--- config.mk ---
export PLATFORM = sky130hd
export DESIGN_NAME = flash_cmd_decoder
export DESIGN_NICKNAME = d
export VERILOG_FILES = /design/src/rtl/flash_cmd_pkg.sv /design/src/rtl/flash_cmd_datapath.sv /design/src/rtl/flash_cmd_control.sv /design/src/rtl/flash_cmd_decoder.sv
export SDC_FILE = /design/constraint.sdc
export NUM_CORES = 1
export LEC_CHECK = 0
export BUFFER_PORTS_ARGS = -buffer_cell sky130_fd_sc_hd__buf_2
export CAP_MARGIN = 40
export CORE_MARGIN = 2
export CORE_UTILIZATION = 33
export CTS_CLUSTER_SIZE = 24
export DETAILED_ROUTE_END_ITERATION = 7
export GPL_TIMING_DRIVEN = 1
export PLACE_DENSITY = 0.55
export SLEW_MARGIN = 20
export SYNTH_ARGS = -nofsm -noshare
export SYNTH_HDL_FRONTEND = slang
export SYNTH_SLANG_ARGS = --single-unit
--- constraint.sdc ---
create_clock -name clk -period 2.1 [get_ports clk]
set_input_delay 0.21 -clock clk [delete_from_list [all_inputs] [get_ports clk]]
set_output_delay 0.21 -clock clk [all_outputs]
set_load 0.01 [all_outputs]
--- src/rtl/flash_cmd_pkg.sv ---
package flash_cmd_pkg;

  typedef enum logic [3:0] {
    ST_IDLE,
    ST_UNLK1,
    ST_UNLK2,
    ST_PROG_ARM,
    ST_ERS_SETUP,
    ST_ERS_UNLK1,
    ST_ERS_UNLK2,
    ST_IDENT,
    ST_LOCK_PROG,
    ST_LOCK_CHIP,
    ST_LOCK_SECT
  } cmdState_t;

  // strobes from control to datapath
  typedef struct packed {
    logic latchProg;
    logic latchSector;
  } dpStrobe_t;

  // decoded view of the current write, datapath to control
  typedef struct packed {
    logic atKeyA;    // low bits equal 555h
    logic atKeyB;    // low bits equal 2AAh
    logic isAA;
    logic is55;
    logic isPgm;
    logic isErsSetup;
    logic isChip;
    logic isSect;
    logic isSusp;
    logic isReset;
    logic isIdent;
  } wrMatch_t;

endpackage

--- src/rtl/flash_cmd_datapath.sv ---
module flash_cmd_datapath
  import flash_cmd_pkg::*;
#(
  parameter int ADDR_W    = 19,
  parameter int DATA_W    = 8,
  parameter int CMP_W     = 11,
  parameter int SECT_BITS = 3,
  parameter logic [DATA_W-1:0] ID_CMD   = 8'h90,
  parameter logic [DATA_W-1:0] MFR_CODE = 8'hC2,
  parameter logic [DATA_W-1:0] DEV_CODE = 8'hA4,
  localparam int NUM_SECT = 1 << SECT_BITS
) (
  input  logic                 clk,
  input  logic                 rstN,
  input  logic [ADDR_W-1:0]    wrAddr,
  input  logic [DATA_W-1:0]    wrData,
  input  dpStrobe_t            strobe,
  input  logic                 idMode,
  input  logic [NUM_SECT-1:0]  protMask,
  input  logic [SECT_BITS-1:0] idSector,
  input  logic [1:0]           idOffset,
  output wrMatch_t             match,
  output logic [ADDR_W-1:0]    progAddr,
  output logic [DATA_W-1:0]    progData,
  output logic [SECT_BITS-1:0] sectorSel,
  output logic [DATA_W-1:0]    idData
);

  localparam logic [CMP_W-1:0]  KEY_A      = CMP_W'('h555);
  localparam logic [CMP_W-1:0]  KEY_B      = CMP_W'('h2AA);
  localparam logic [DATA_W-1:0] B_AA       = DATA_W'('hAA);
  localparam logic [DATA_W-1:0] B_55       = DATA_W'('h55);
  localparam logic [DATA_W-1:0] B_PGM      = DATA_W'('hA0);
  localparam logic [DATA_W-1:0] B_ERS      = DATA_W'('h80);
  localparam logic [DATA_W-1:0] B_CHIP     = DATA_W'('h10);
  localparam logic [DATA_W-1:0] B_SECT     = DATA_W'('h30);
  localparam logic [DATA_W-1:0] B_SUSP     = DATA_W'('hB0);
  localparam logic [DATA_W-1:0] B_RESET    = DATA_W'('hF0);
  localparam int                SECT_LSB   = ADDR_W - SECT_BITS;

  logic [CMP_W-1:0] lowAddr;
  assign lowAddr = wrAddr[CMP_W-1:0];

  always_comb begin
    match.atKeyA     = (lowAddr == KEY_A);
    match.atKeyB     = (lowAddr == KEY_B);
    match.isAA       = (wrData == B_AA);
    match.is55       = (wrData == B_55);
    match.isPgm      = (wrData == B_PGM);
    match.isErsSetup = (wrData == B_ERS);
    match.isChip     = (wrData == B_CHIP);
    match.isSect     = (wrData == B_SECT);
    match.isSusp     = (wrData == B_SUSP);
    match.isReset    = (wrData == B_RESET);
    match.isIdent    = (wrData == ID_CMD);
  end

  always_ff @(posedge clk or negedge rstN) begin
    if (!rstN) begin
      progAddr <= '0;
      progData <= '0;
    end else if (strobe.latchProg) begin
      progAddr <= wrAddr;
      progData <= wrData;
    end
  end

  always_ff @(posedge clk or negedge rstN) begin
    if (!rstN) begin
      sectorSel <= '0;
    end else if (strobe.latchSector) begin
      sectorSel <= wrAddr[SECT_LSB +: SECT_BITS];
    end
  end

  logic [NUM_SECT-1:0] protBits;
  logic                protHit;

  genvar gi;
  generate
    for (gi = 0; gi < NUM_SECT; gi++) begin : g_prot
      assign protBits[gi] = protMask[gi] && (idSector == SECT_BITS'(gi));
    end
  endgenerate
  assign protHit = |protBits;

  always_comb begin
    if (!idMode) begin
      idData = '0;
    end else if (idOffset[1]) begin
      idData = {{(DATA_W-1){1'b0}}, protHit};
    end else if (idOffset[0]) begin
      idData = DEV_CODE;
    end else begin
      idData = MFR_CODE;
    end
  end

endmodule

--- src/rtl/flash_cmd_control.sv ---
module flash_cmd_control
  import flash_cmd_pkg::*;
(
  input  logic      clk,
  input  logic      rstN,
  input  logic      wrEn,
  input  logic      busy,
  input  wrMatch_t  match,
  output dpStrobe_t strobe,
  output logic      idMode,
  output logic      reqRead,
  output logic      reqProgram,
  output logic      reqChipErase,
  output logic      reqSectorErase,
  output logic      reqSuspend
);

  cmdState_t state, stateNxt;
  logic      lockFirst, lockFirstNxt;
  logic      rdNxt, pgNxt, chNxt, seNxt, suNxt;
  logic      inLock;

  assign inLock = (state == ST_LOCK_PROG) || (state == ST_LOCK_CHIP) ||
                  (state == ST_LOCK_SECT);

  always_comb begin
    stateNxt     = state;
    lockFirstNxt = 1'b0;
    strobe       = '0;
    rdNxt        = 1'b0;
    pgNxt        = 1'b0;
    chNxt        = 1'b0;
    seNxt        = 1'b0;
    suNxt        = 1'b0;

    if (inLock) begin
      if (wrEn && match.isReset) begin
        rdNxt    = 1'b1;
        stateNxt = ST_IDLE;
      end else if (wrEn && match.isSusp && state == ST_LOCK_SECT) begin
        suNxt    = 1'b1;
        stateNxt = ST_IDLE;
      end else if (!lockFirst && !busy) begin
        stateNxt = ST_IDLE;
      end
    end else if (wrEn) begin
      if (state == ST_PROG_ARM) begin
        pgNxt            = 1'b1;
        strobe.latchProg = 1'b1;
        lockFirstNxt     = 1'b1;
        stateNxt         = ST_LOCK_PROG;
      end else if (match.isReset) begin
        rdNxt    = 1'b1;
        stateNxt = ST_IDLE;
      end else begin
        stateNxt = ST_IDLE;
        unique case (state)
          ST_IDLE, ST_IDENT: begin
            if (match.isAA && match.atKeyA) stateNxt = ST_UNLK1;
          end
          ST_UNLK1: begin
            if (match.is55 && match.atKeyB) stateNxt = ST_UNLK2;
          end
          ST_UNLK2: begin
            if (match.atKeyA) begin
              if (match.isPgm)           stateNxt = ST_PROG_ARM;
              else if (match.isErsSetup) stateNxt = ST_ERS_SETUP;
              else if (match.isIdent)    stateNxt = ST_IDENT;
            end
          end
          ST_ERS_SETUP: begin
            if (match.isAA && match.atKeyA) stateNxt = ST_ERS_UNLK1;
          end
          ST_ERS_UNLK1: begin
            if (match.is55 && match.atKeyB) stateNxt = ST_ERS_UNLK2;
          end
          ST_ERS_UNLK2: begin
            if (match.isChip && match.atKeyA) begin
              chNxt        = 1'b1;
              lockFirstNxt = 1'b1;
              stateNxt     = ST_LOCK_CHIP;
            end else if (match.isSect) begin
              seNxt              = 1'b1;
              strobe.latchSector = 1'b1;
              lockFirstNxt       = 1'b1;
              stateNxt           = ST_LOCK_SECT;
            end
          end
          default: stateNxt = ST_IDLE;
        endcase
      end
    end
  end

  always_ff @(posedge clk or negedge rstN) begin
    if (!rstN) begin
      state          <= ST_IDLE;
      lockFirst      <= 1'b0;
      reqRead        <= 1'b0;
      reqProgram     <= 1'b0;
      reqChipErase   <= 1'b0;
      reqSectorErase <= 1'b0;
      reqSuspend     <= 1'b0;
    end else begin
      state          <= stateNxt;
      lockFirst      <= lockFirstNxt;
      reqRead        <= rdNxt;
      reqProgram     <= pgNxt;
      reqChipErase   <= chNxt;
      reqSectorErase <= seNxt;
      reqSuspend     <= suNxt;
    end
  end

  assign idMode = (state == ST_IDENT);

endmodule

--- src/rtl/flash_cmd_decoder.sv ---
module flash_cmd_decoder
  import flash_cmd_pkg::*;
#(
  parameter int ADDR_W    = 19,
  parameter int DATA_W    = 8,
  parameter int CMP_W     = 11,
  parameter int SECT_BITS = 3,
  parameter logic [DATA_W-1:0] ID_CMD   = 8'h90,
  parameter logic [DATA_W-1:0] MFR_CODE = 8'hC2,
  parameter logic [DATA_W-1:0] DEV_CODE = 8'hA4,
  localparam int NUM_SECT = 1 << SECT_BITS
) (
  input  logic                 clk,
  input  logic                 rstN,
  input  logic                 wrEn,
  input  logic [ADDR_W-1:0]    wrAddr,
  input  logic [DATA_W-1:0]    wrData,
  input  logic                 busy,
  input  logic [NUM_SECT-1:0]  protMask,
  input  logic [SECT_BITS-1:0] idSector,
  input  logic [1:0]           idOffset,
  output logic                 reqRead,
  output logic                 reqProgram,
  output logic                 reqChipErase,
  output logic                 reqSectorErase,
  output logic                 reqSuspend,
  output logic [ADDR_W-1:0]    progAddr,
  output logic [DATA_W-1:0]    progData,
  output logic [SECT_BITS-1:0] sectorSel,
  output logic                 idMode,
  output logic [DATA_W-1:0]    idData
);

  dpStrobe_t strobe;
  wrMatch_t  match;

  flash_cmd_control u_ctrl (
    .clk            (clk),
    .rstN           (rstN),
    .wrEn           (wrEn),
    .busy           (busy),
    .match          (match),
    .strobe         (strobe),
    .idMode         (idMode),
    .reqRead        (reqRead),
    .reqProgram     (reqProgram),
    .reqChipErase   (reqChipErase),
    .reqSectorErase (reqSectorErase),
    .reqSuspend     (reqSuspend)
  );

  flash_cmd_datapath #(
    .ADDR_W    (ADDR_W),
    .DATA_W    (DATA_W),
    .CMP_W     (CMP_W),
    .SECT_BITS (SECT_BITS),
    .ID_CMD    (ID_CMD),
    .MFR_CODE  (MFR_CODE),
    .DEV_CODE  (DEV_CODE)
  ) u_dp (
    .clk       (clk),
    .rstN      (rstN),
    .wrAddr    (wrAddr),
    .wrData    (wrData),
    .strobe    (strobe),
    .idMode    (idMode),
    .protMask  (protMask),
    .idSector  (idSector),
    .idOffset  (idOffset),
    .match     (match),
    .progAddr  (progAddr),
    .progData  (progData),
    .sectorSel (sectorSel),
    .idData    (idData)
  );

endmodule

# Word-level counts from Yosys, hierarchy flattened
# Cells that the tools add are included.
# op_classes
n_eq_ne	29
muxes	53
n_addsub	0
bitwise_logic	0
magnitude_cmp	0
n_reduce_logical	25
n_mul	0
n_shift	0
n_div	0
# ops
cell	count
$eq 8x8->1 const B	6
$mux 4	12
$mux 1	31
$pmux 4 s6	1
$eq 4x3->1 const B	4
$mux 8	2
$logic_and 1x1->1	15
$eq 3x3->1 const B	4
$eq 4x4->1 const B	3
$eq 11x10->1 const B	1
$eq 11x11->1 const B	1
$mux 3	3
$eq 4x2->1 const B	2
$eq 8x5->1 const B	1
$eq 8x6->1 const B	1
$eq 8x7->1 const B	1
$reduce_or 8->1	1
$mux 7	1
$eq 3x2->1 const B	2
$mux 2	3
$eq 4x1->1 const B	1
$logic_not 4->1	1
$ne 4x4->1 const B	1
$eq 3x1->1 const B	1
6 further kinds	8
# totals
input_bits	44
latch_bits	0
memories	0
rom_bits	0
word_cells	117
out_inout_bits	44
reg_bits	40
ramBits	0

# Depth between registers and ports, before layout
# Gate-level depths: netlist of run 1.
# logic_depth
ltp_word	10
ltp_mapped	7
mapped_depth_nobuf	5

# Hierarchy
# From an unflattened synthesis of run 1, not the netlist that was laid out.
# hier_totals
hier_cells	172
area_unflattened_um2	2026.9
# by_module_without_submodules
mod	seq_area_each_um2	area_each_um2	instances	cells_per_inst
flash_cmd_datapath	750.7	1403.8	1	105
flash_cmd_control	250.2	623.1	1	67

# Least setup slack after synthesis of run 1
# Ideal clock, no wire load.
# synth_path
path_type	register -> register
start	reg u_ctrl.state[1]
end	reg u_ctrl.state[0]
t_arrival_ps	1517
required_time_ps	1975
path_buffers	0
setup_slack_ps	458
path_stages_with_launch	5
path_cell_list	dfrtp_1 > and2_1 > or4_1 > nand3_1 > mux2_2
# synth_via
elab_chain_cells	7
elab_cells_between_ends	25
cone_classes	11 x eq/ne; 7 x mux; 7 x reduce/logical
# synth_rtl
element	line_no	rtl
start: declaration	flash_cmd_control.sv:18	cmdState_t state, stateNxt;
start signal: assignment	flash_cmd_control.sv:105	state <= stateNxt;
$eq 4x3->1 or $logic_not 4->1 (tied branches)	flash_cmd_control.sv:57	unique case (state)
$reduce_or 2->1	flash_cmd_control.sv:57	
$pmux 4 s6	flash_cmd_control.sv:57	
$mux 4	flash_cmd_control.sv:52	end else if (match.isReset) begin
$mux 4	flash_cmd_control.sv:47	if (state == ST_PROG_ARM) begin
$mux 4	flash_cmd_control.sv:46	end else if (wrEn) begin
$mux 4	flash_cmd_control.sv:36	if (inLock) begin
# Several ways; a longest one is shown, not always the timed one. The select of a mux whose other input is x is not followed.
# A chain may end at the register's enable or synchronous reset.

# Worst setup path in the final report of run 1
# layout_path
start	reg u_ctrl.state[3]
end	reg u_ctrl.state[2]
# Same word-level chain as after synthesis.

==> reports/summary.txt, run 1 <==
Status: finished clean
Max-slew violations: 0
Max FO, Critical Path: 8
Clk root buf: clkbuf_8
Cell area after synthesis: 0.001979 mm^2
Routed vias/inst: 4.979
Antenna cells: 0
Nets: 298
Antenna violations before repair: 0
Crit path buf inv count: 0
Sw frac: 23.99%
Power, Total: 1.372 mW
Layout cells sized above 1: 53.15%
Synth top area share: 50.57%
P_int: 1.043 mW
Synthesized instance count: 164
Cell Pwr Density: 534.4 mW/mm^2
Synth Register Bits: 40
Reg clk slew, reported paths: 0.08 ns
Pre-Repair DR Iteration Count: 4
Post-synthesis cell type count: 38
I/O Buffers: 85
Leak: 1.382 nW
Final worst setup slack: 0.2288 ns
Clock Skews: 0.003081 ns
Antenna-violating nets left: 0
Most instantiated cells after synthesis: dfrtp_1, mux2_2, nor2_1
Setup tns final: 0 ns
Worst reg2reg path depth: 5
Clock buffer depth: 2
Primary FF master, synth: dfrtp_1
Crit Path Class: reg -> reg
Max stage delay on crit path: 0.51 ns
Mean Syn Cell Area: 12.07 um^2
Net switching power: 0.3292 mW
Worst endpoint required time: 2.33 ns
Maximum achievable frequency: 0.5344 GHz
Grt ovf: 0
Slew @ Worst Pin: 0.5111 ns
# fillers: 562
Hpwl dp: 3.752 mm
Layer with the highest usage: met2
Worst-path cell chain: or4_1, nor4_1, nand2_1, o221ai_1, a32o_1
Synth top area cells: dfrtp_1, mux2_2, nor2_1, mux2_4, mux4_2
Post-route cell area: 0.002567 mm^2
Area growth syn-to-layout: 29.71%
Warnings from Yosys: 0
Worst Path Arrival: 2.10 ns
1st-iter DRT viols: 107
Flop-to-flop setup slack: 0.23 ns
Worst vdd ir: 0.0002267 V
Gate power share: 7.9%
Instance count on the critical path: 5
Die Width: 81.45 um
First-pass GRT wire length: 7.610 mm
Min cycle time layout: 1.871 ns
Met2 Use GR: 24.51%
Final-report hold violation count: 0
Sequential share of the synthesized area: 50.57%
Clk pwr share: 36.0%
CTS H-tree depth: 2
Hold Crit Class: in -> reg
GRT Resource Usage Total: 15.27%
Vias in the first global route: 1590
Placed instance area: 0.002476 mm^2
Crit end category: register
Max stage delay cell, worst path: or4_1
Worst r2r dst: u_ctrl.state[2]$_DFFE_PN0P_
Clock latency on the worst-skew pair: 0.29 ns
M1 GR Usage: 19.44%
RR Startpoint: u_ctrl.state[3]$_DFFE_PN0P_
Largest area contributor in the netlist: dfrtp_1
TritonCTS clock tree: done
Worst Hold Launch: wrAddr[13]
Die ar.: 0.006633 mm^2
CP top delay family: simple AND/OR/NAND/NOR gates
DRT Wirelength: 4.888 mm
Row cnt: 28
Die Height: 81.45 um
# clock sinks: 40
CTS Buf Count: 5
Hold Path Depth: 2
Final period util: 89.10%
Pre-CTS setup slack: 0.2582 ns
CORE AREA: 0.005851 mm^2
Flop pwr share: 56.1%
Initial Util: 33.83%
Max-cap viol count: 0
Largest net degree at the start of global routing: 41
Post_cts resized: 0
Top-count cell post-synth: dfrtp_1
# setup viols final: 0
Post-synth EDFFs: 0
DRC: 0
Max-slew headroom at the worst pin: 65.93%
WHS Endpoint: u_dp.progAddr[13]$_DFFE_PN0P_
Critical Path Start Type: register
GRT met3 Usage: 3.297%
GPL Wtd Cong: 0.8715
Asr flop ratio synth: 100.0%
Boundary Pins: 88
RSZ-0062 raised after global routing: no
Routed len/inst: 14.86 um
Total number of vias: 1638
## layout make-up
cell class	instances	area, um^2	share of cell area (%)
Clock buffer	5	68.82	2.680
Timing Repair Buffer	90	465.4	18.13
Clock inverter	2	12.51	0.4873
Tap cell	75	93.84	3.655
Multi-Input combinational cell	112	907.1	35.33
Inverter	5	18.77	0.7310
Sequential cell	40	1001	38.99
## metrics by stage
stage / utilization [%] / instances / hold WS, ns
4_1_cts: 43.88 / 329 / 0.1354
3_3_place_gp: 42.32 / 321 / 0.3090
2_1_floorplan: - / 165 / -0.08559
5_1_grt: 43.88 / 329 / 0.1414
3_5_place_dp: 42.32 / 321 / 0.3108
6_report: 43.88 / 329 / 0.1444
## how the worst max path moves through the flow
stage	startpoint	to	slack (ns)
global route	u_ctrl.state[3]$_DFFE_PN0P_	u_ctrl.state[2]$_DFFE_PN0P_	0.08
CTS	u_ctrl.state[3]$_DFFE_PN0P_	idData[2]	0.24
floorplan	u_ctrl.state[1]$_DFFE_PN0P_	u_ctrl.state[0]$_DFFE_PN0P_	0.46
global placement	wrData[0]	u_ctrl.state[0]$_DFFE_PN0P_	0.30
detailed placement	wrData[0]	u_ctrl.state[1]$_DFFE_PN0P_	0.26
finish	u_ctrl.state[3]$_DFFE_PN0P_	u_ctrl.state[2]$_DFFE_PN0P_	0.23
## flip-flops by register name (all words and copies together), names as in the netlist
signal                 flops
u_ctrl.lockFirst           1
u_ctrl.reqSectorErase      1
u_ctrl.reqChipErase        1
u_ctrl.reqRead             1
u_ctrl.state               4
u_dp.progData              8
u_ctrl.reqSuspend          1
u_dp.sectorSel             3
u_ctrl.reqProgram          1
u_dp.progAddr             19
## layer usage
layer / wire length, um / up-vias
li1: - / 775
met1: 2069 / 795
met2: 2405 / 62
met3: 324 / 6
met4: 88 / 0
met5: 0 / -
## placed cells by master (no fill, tap or decap), types with 3 or more instances in the layout
master,n
buf_2,85
buf_4,4
clkbuf_8,5
dfrtp_1,40
inv_1,5
mux2_2,28
mux2_4,3
nand2_1,9
nand2b_1,5
nand3_1,5
nand4_1,5
nor2_1,13
nor3_1,5
nor4_1,3
o21ai_0,3
or4_1,3
## repair_timing
action | CTS | global route
endpoints found under the setup margin | 0 | 0
hold buffers | 1 | 0
endpoints found under the hold margin | 40 | 0
setup buffers | 0 | 0
## power by group through the flow
stage / clock [mW] / sequential, mW / combinational, mW
after floorplan: 0 / 0.785 / 0.0347
final: 0.494 / 0.769 / 0.109
after global routing: 0.552 / 0.770 / 0.122
after detailed placement: 0 / 0.785 / 0.110
after global placement: 0 / 0.785 / 0.109
after CTS: 0.517 / 0.769 / 0.111
## cells by family after synthesis
| kind of cell | count (synthesis) | share of synthesized area, % |
|---|---|---|
| xor gates and xnor gates | 1 | 0.4426 |
| buffers and inverters | 13 | 3.793 |
| other | 1 | 0.1895 |
| AOI/OAI and AO/OA | 10 | 3.666 |
| and+or+nand+nor | 65 | 20.35 |
| muxes | 34 | 20.99 |
| DFF | 40 | 50.57 |
Note: power is estimated with default switching activity, not from simulation.
==> inputs of run 2 (changes only) <==
Settings changed: ABC_AREA from default to 1, PLACE_DENSITY 0.55 to 0.54.
==> run 2 against run 1 <==
  * Die area up 11%
  * Clock skew about the same
  * Area after synthesis up 11%
  * Final area up 7.5%
  * Register-to-register slack better by 0.24 ns
  * Total power up 8.9%
  * Critical path depth up 3
  * Clock power down 1%
  * Hold slack worse by 0.023 ns
  * Critical endpoint is now u_dp.progAddr[2]$_DFFE_PN0P_
==> reports/summary.txt, run 2 <==
Post_cts resized: 0 (unchanged)
Max stage delay cell, worst path: inv_2
CTS Buf Count: 5 (unchanged)
Antenna-violating nets left: 0 (unchanged)
1st-iter DRT viols: 59 (-45%)
# fillers: 712 (+27%)
Synth top area share: 45.45% (-5.1 points)
GRT Resource Usage Total: 14.70% (-0.57 points)
Warnings from Yosys: 0 (unchanged)
Leak: 1.603 nW (+16%)
Largest net degree at the start of global routing: 41 (unchanged)
Final period util: 77.66% (-11 points)
Worst vdd ir: 0.0002897 V (+28%)
# clock sinks: 40 (unchanged)
Crit Path Class: reg -> reg
Primary FF master, synth: dfrtp_1
Most instantiated cells after synthesis: nand2_1, dfrtp_1, nor2_1
Maximum achievable frequency: 0.6132 GHz (+15%)
Row cnt: 29 (+3.6%)
Die Height: 85.69 um (+5.2%)
Cell Pwr Density: 541.7 mW/mm^2 (+1.4%)
Synth Register Bits: 40 (unchanged)
# setup viols final: 0 (unchanged)
RSZ-0062 raised after global routing: no
Most common cell after layout, fill and taps aside: nand2_1
Final hold slack: 0.1209 ns (-0.02349 ns)
Max-slew violations: 0 (unchanged)
Die Width: 85.69 um (+5.2%)
Clk root buf: clkbuf_8
Pre-Repair DR Iteration Count: 4 (unchanged)
Synthesized instance count: 300 (+83%)
Worst Path Arrival: 1.85 ns (-0.25 ns)
Most frequent cells in the layout: nand2_1, buf_2, dfrtp_1, nor2_1, inv_1
Post-synthesis cell type count: 22 (-42%)
Min cycle time layout: 1.631 ns (-0.2403 ns)
Worst-path cell chain: inv_2, nand2_1, nor2_2, inv_2, nor2_4, inv_2, nand2_1, o21ai_2
Post-synth EDFFs: 0 (unchanged)
Final-report hold violation count: 0 (unchanged)
Max stage delay on crit path: 0.53 ns (+0.02 ns)
Layout cells sized above 1: 32.22% (-21 points)
Asr flop ratio synth: 100.0% (unchanged)
Area growth syn-to-layout: 25.28%
Hpwl dp: 4.234 mm (+13%)
DRT Wirelength: 5.256 mm (+7.5%)
Finished Core Util: 43.20% (-0.68 points)
Worst Hold Launch: wrAddr[11]
Largest area contributor in the netlist: dfrtp_1
Power, Total: 1.494 mW (+8.9%)
Clock buffer depth: 2 (unchanged)
Vias in the first global route: 1911 (+20%)
Mean Syn Cell Area: 7.340 um^2 (-39%)
Initial Util: 34.48% (+0.65 points)
Synth top area cells: dfrtp_1, nand2_1, nor2_1, inv_1, nand3_1
Post-route insts no fill: 465 (+41%)
Grt ovf: 0 (unchanged)
Top-count cell post-synth: nand2_1
Most frequent CP cell: inv_2
Crit end category: register
Antenna violations before repair: 0 (unchanged)
Die ar.: 0.007343 mm^2 (+11%)
Max FO, Critical Path: 40 (+32)
Sequential share of the synthesized area: 45.45% (-5.1 points)
Max-cap viol count: 0 (unchanged)
Critical Path Start Type: register
Setup tns final: 0 ns (unchanged)
RR Startpoint: u_ctrl.state[2]$_DFFE_PN0P_
Worst endpoint required time: 2.32 ns (about the same)
Antenna cells: 0 (unchanged)
Top Registers: u_dp.progAddr x19, u_dp.progData x8, u_ctrl.state x4
I/O Buffers: 85 (unchanged)
Total number of vias: 2065 (+26%)
Routed vias/inst: 4.441 (-11%)
Clock latency on the worst-skew pair: 0.29 ns (about the same)
First-pass GRT wire length: 8.562 mm (+13%)
Hold Crit Class: in -> reg
CTS H-tree depth: 2 (unchanged)
Boundary Pins: 88 (unchanged)
GPL Wtd Cong: 0.7841 (-10%)
Routed len/inst: 11.30 um (-24%)
Clock Skews: 0.002893 ns (-0.0001880 ns)
Status: finished clean
Slew @ Worst Pin: 0.7579 ns (+0.2468 ns)
DP Cell Count: 457 (+42%)
Reg clk slew, reported paths: 0.08 ns (about the same)
Max-slew headroom at the worst pin: 49.40% (-17 points)
CORE AREA: 0.006386 mm^2 (+9.2%)
Cell area after synthesis: 0.002202 mm^2 (+11%)
DRC: 0 (unchanged)
Max FFs per register: 19 (unchanged)
Top reg by flops: u_dp.progAddr
TritonCTS clock tree: done
Critical path startpoint: u_ctrl.state[2]$_DFFE_PN0P_
Nets: 432 (+45%)
==> run 2: cell types whose count changed after synthesis, sizes merged, moves of 15 or more <==
cell | previous run | this run
nor2 | 14 | 43
nand2 | 9 | 111
o21ai | 3 | 18
inv | 5 | 38
nand3 | 5 | 23
mux2 | 31 | 0
==> run 2: logic make-up after synthesis <==
| kind of cell | Yosys count | synth area share [%] |
|---|---|---|
| flip-flops | 40 | 45.45 |
| other | 1 | 0.1703 |
| buffers and inverters | 47 | 10.23 |
| AO/OA/AOI/OAI | 23 | 7.841 |
| AND/OR/NAND/NOR | 189 | 36.31 |
==> run 2: final timing paths <==
kind | endpoint | slack (ns) | cells after the start
worst min register to register | u_dp.progAddr[15]$_DFFE_PN0P_ | 0.47 | 2
worst min-delay path | u_dp.progAddr[11]$_DFFE_PN0P_ | 0.12 | 3
min in group asynchronous | u_dp.progAddr[2]$_DFFE_PN0P_ | 0.27 | 2
worst max-delay path | u_dp.progAddr[2]$_DFFE_PN0P_ | 0.47 | 8
worst max register to register | u_dp.progAddr[2]$_DFFE_PN0P_ | 0.47 | 8
max in group asynchronous | u_ctrl.state[2]$_DFFE_PN0P_ | 1.36 | 3
==> run 2: critical path: cells and delay by family, from the launching register on <==
| family | cells | cell delay [ns] |
|---|---|---|
| AND/OR/NAND/NOR | 4 | 0.36 |
| flip-flops | 1 | 0.40 |
| AO/OA/AOI/OAI | 1 | 0.09 |
| buffers and inverters | 3 | 0.68 |
==> run 2: metal layers <==
| metal | track usage (%) | up-vias | part of all wire, % |
|---|---|---|---|
| met5 | 0 | - | 0 |
| met4 | 4.762 | 0 | 1.3 |
| met3 | 3.465 | 7 | 6.3 |
| met2 | 23.08 | 57 | 42 |
| met1 | 20.08 | 900 | 50 |
| li1 | - | 1101 | - |
==> run 2: final cells by class <==
type / count / area, um^2 / area share (%)
flip-flops and latches: 40 / 1001 / 36.28
multi-input cells: 214 / 979.7 / 35.51
repair buffers: 89 / 457.9 / 16.60
inverters: 38 / 142.6 / 5.170
well taps: 77 / 96.34 / 3.492
clock buffers: 5 / 68.82 / 2.494
clock inverters: 2 / 12.51 / 0.4535
==> run 2: power by group <==
| part | total (mW) | internal [mW] | switching (mW) |
|---|---|---|---|
| clock | 0.488 | 0.225 | 0.263 |
| sequential | 0.809 | 0.796 | 0.0130 |
| combinational | 0.197 | 0.0805 | 0.116 |
==> run 2: what timing repair did <==
| item | 4_1_cts | 5_1_grt |
|---|---|---|
| buffers inserted | 0 | 0 |
| hold endpoints to repair | 5 | 0 |
| hold buffers | 1 | 0 |
==> run 2: per-stage QoR <==
step	setup slack [ns]	instance area, um^2
2_1_floorplan	0.6916	2206
4_1_cts	0.4219	2759
6_report	0.4691	2759
5_1_grt	0.2770	2759
3_5_place_dp	0.4498	2668
3_3_place_gp	0.5256	2668
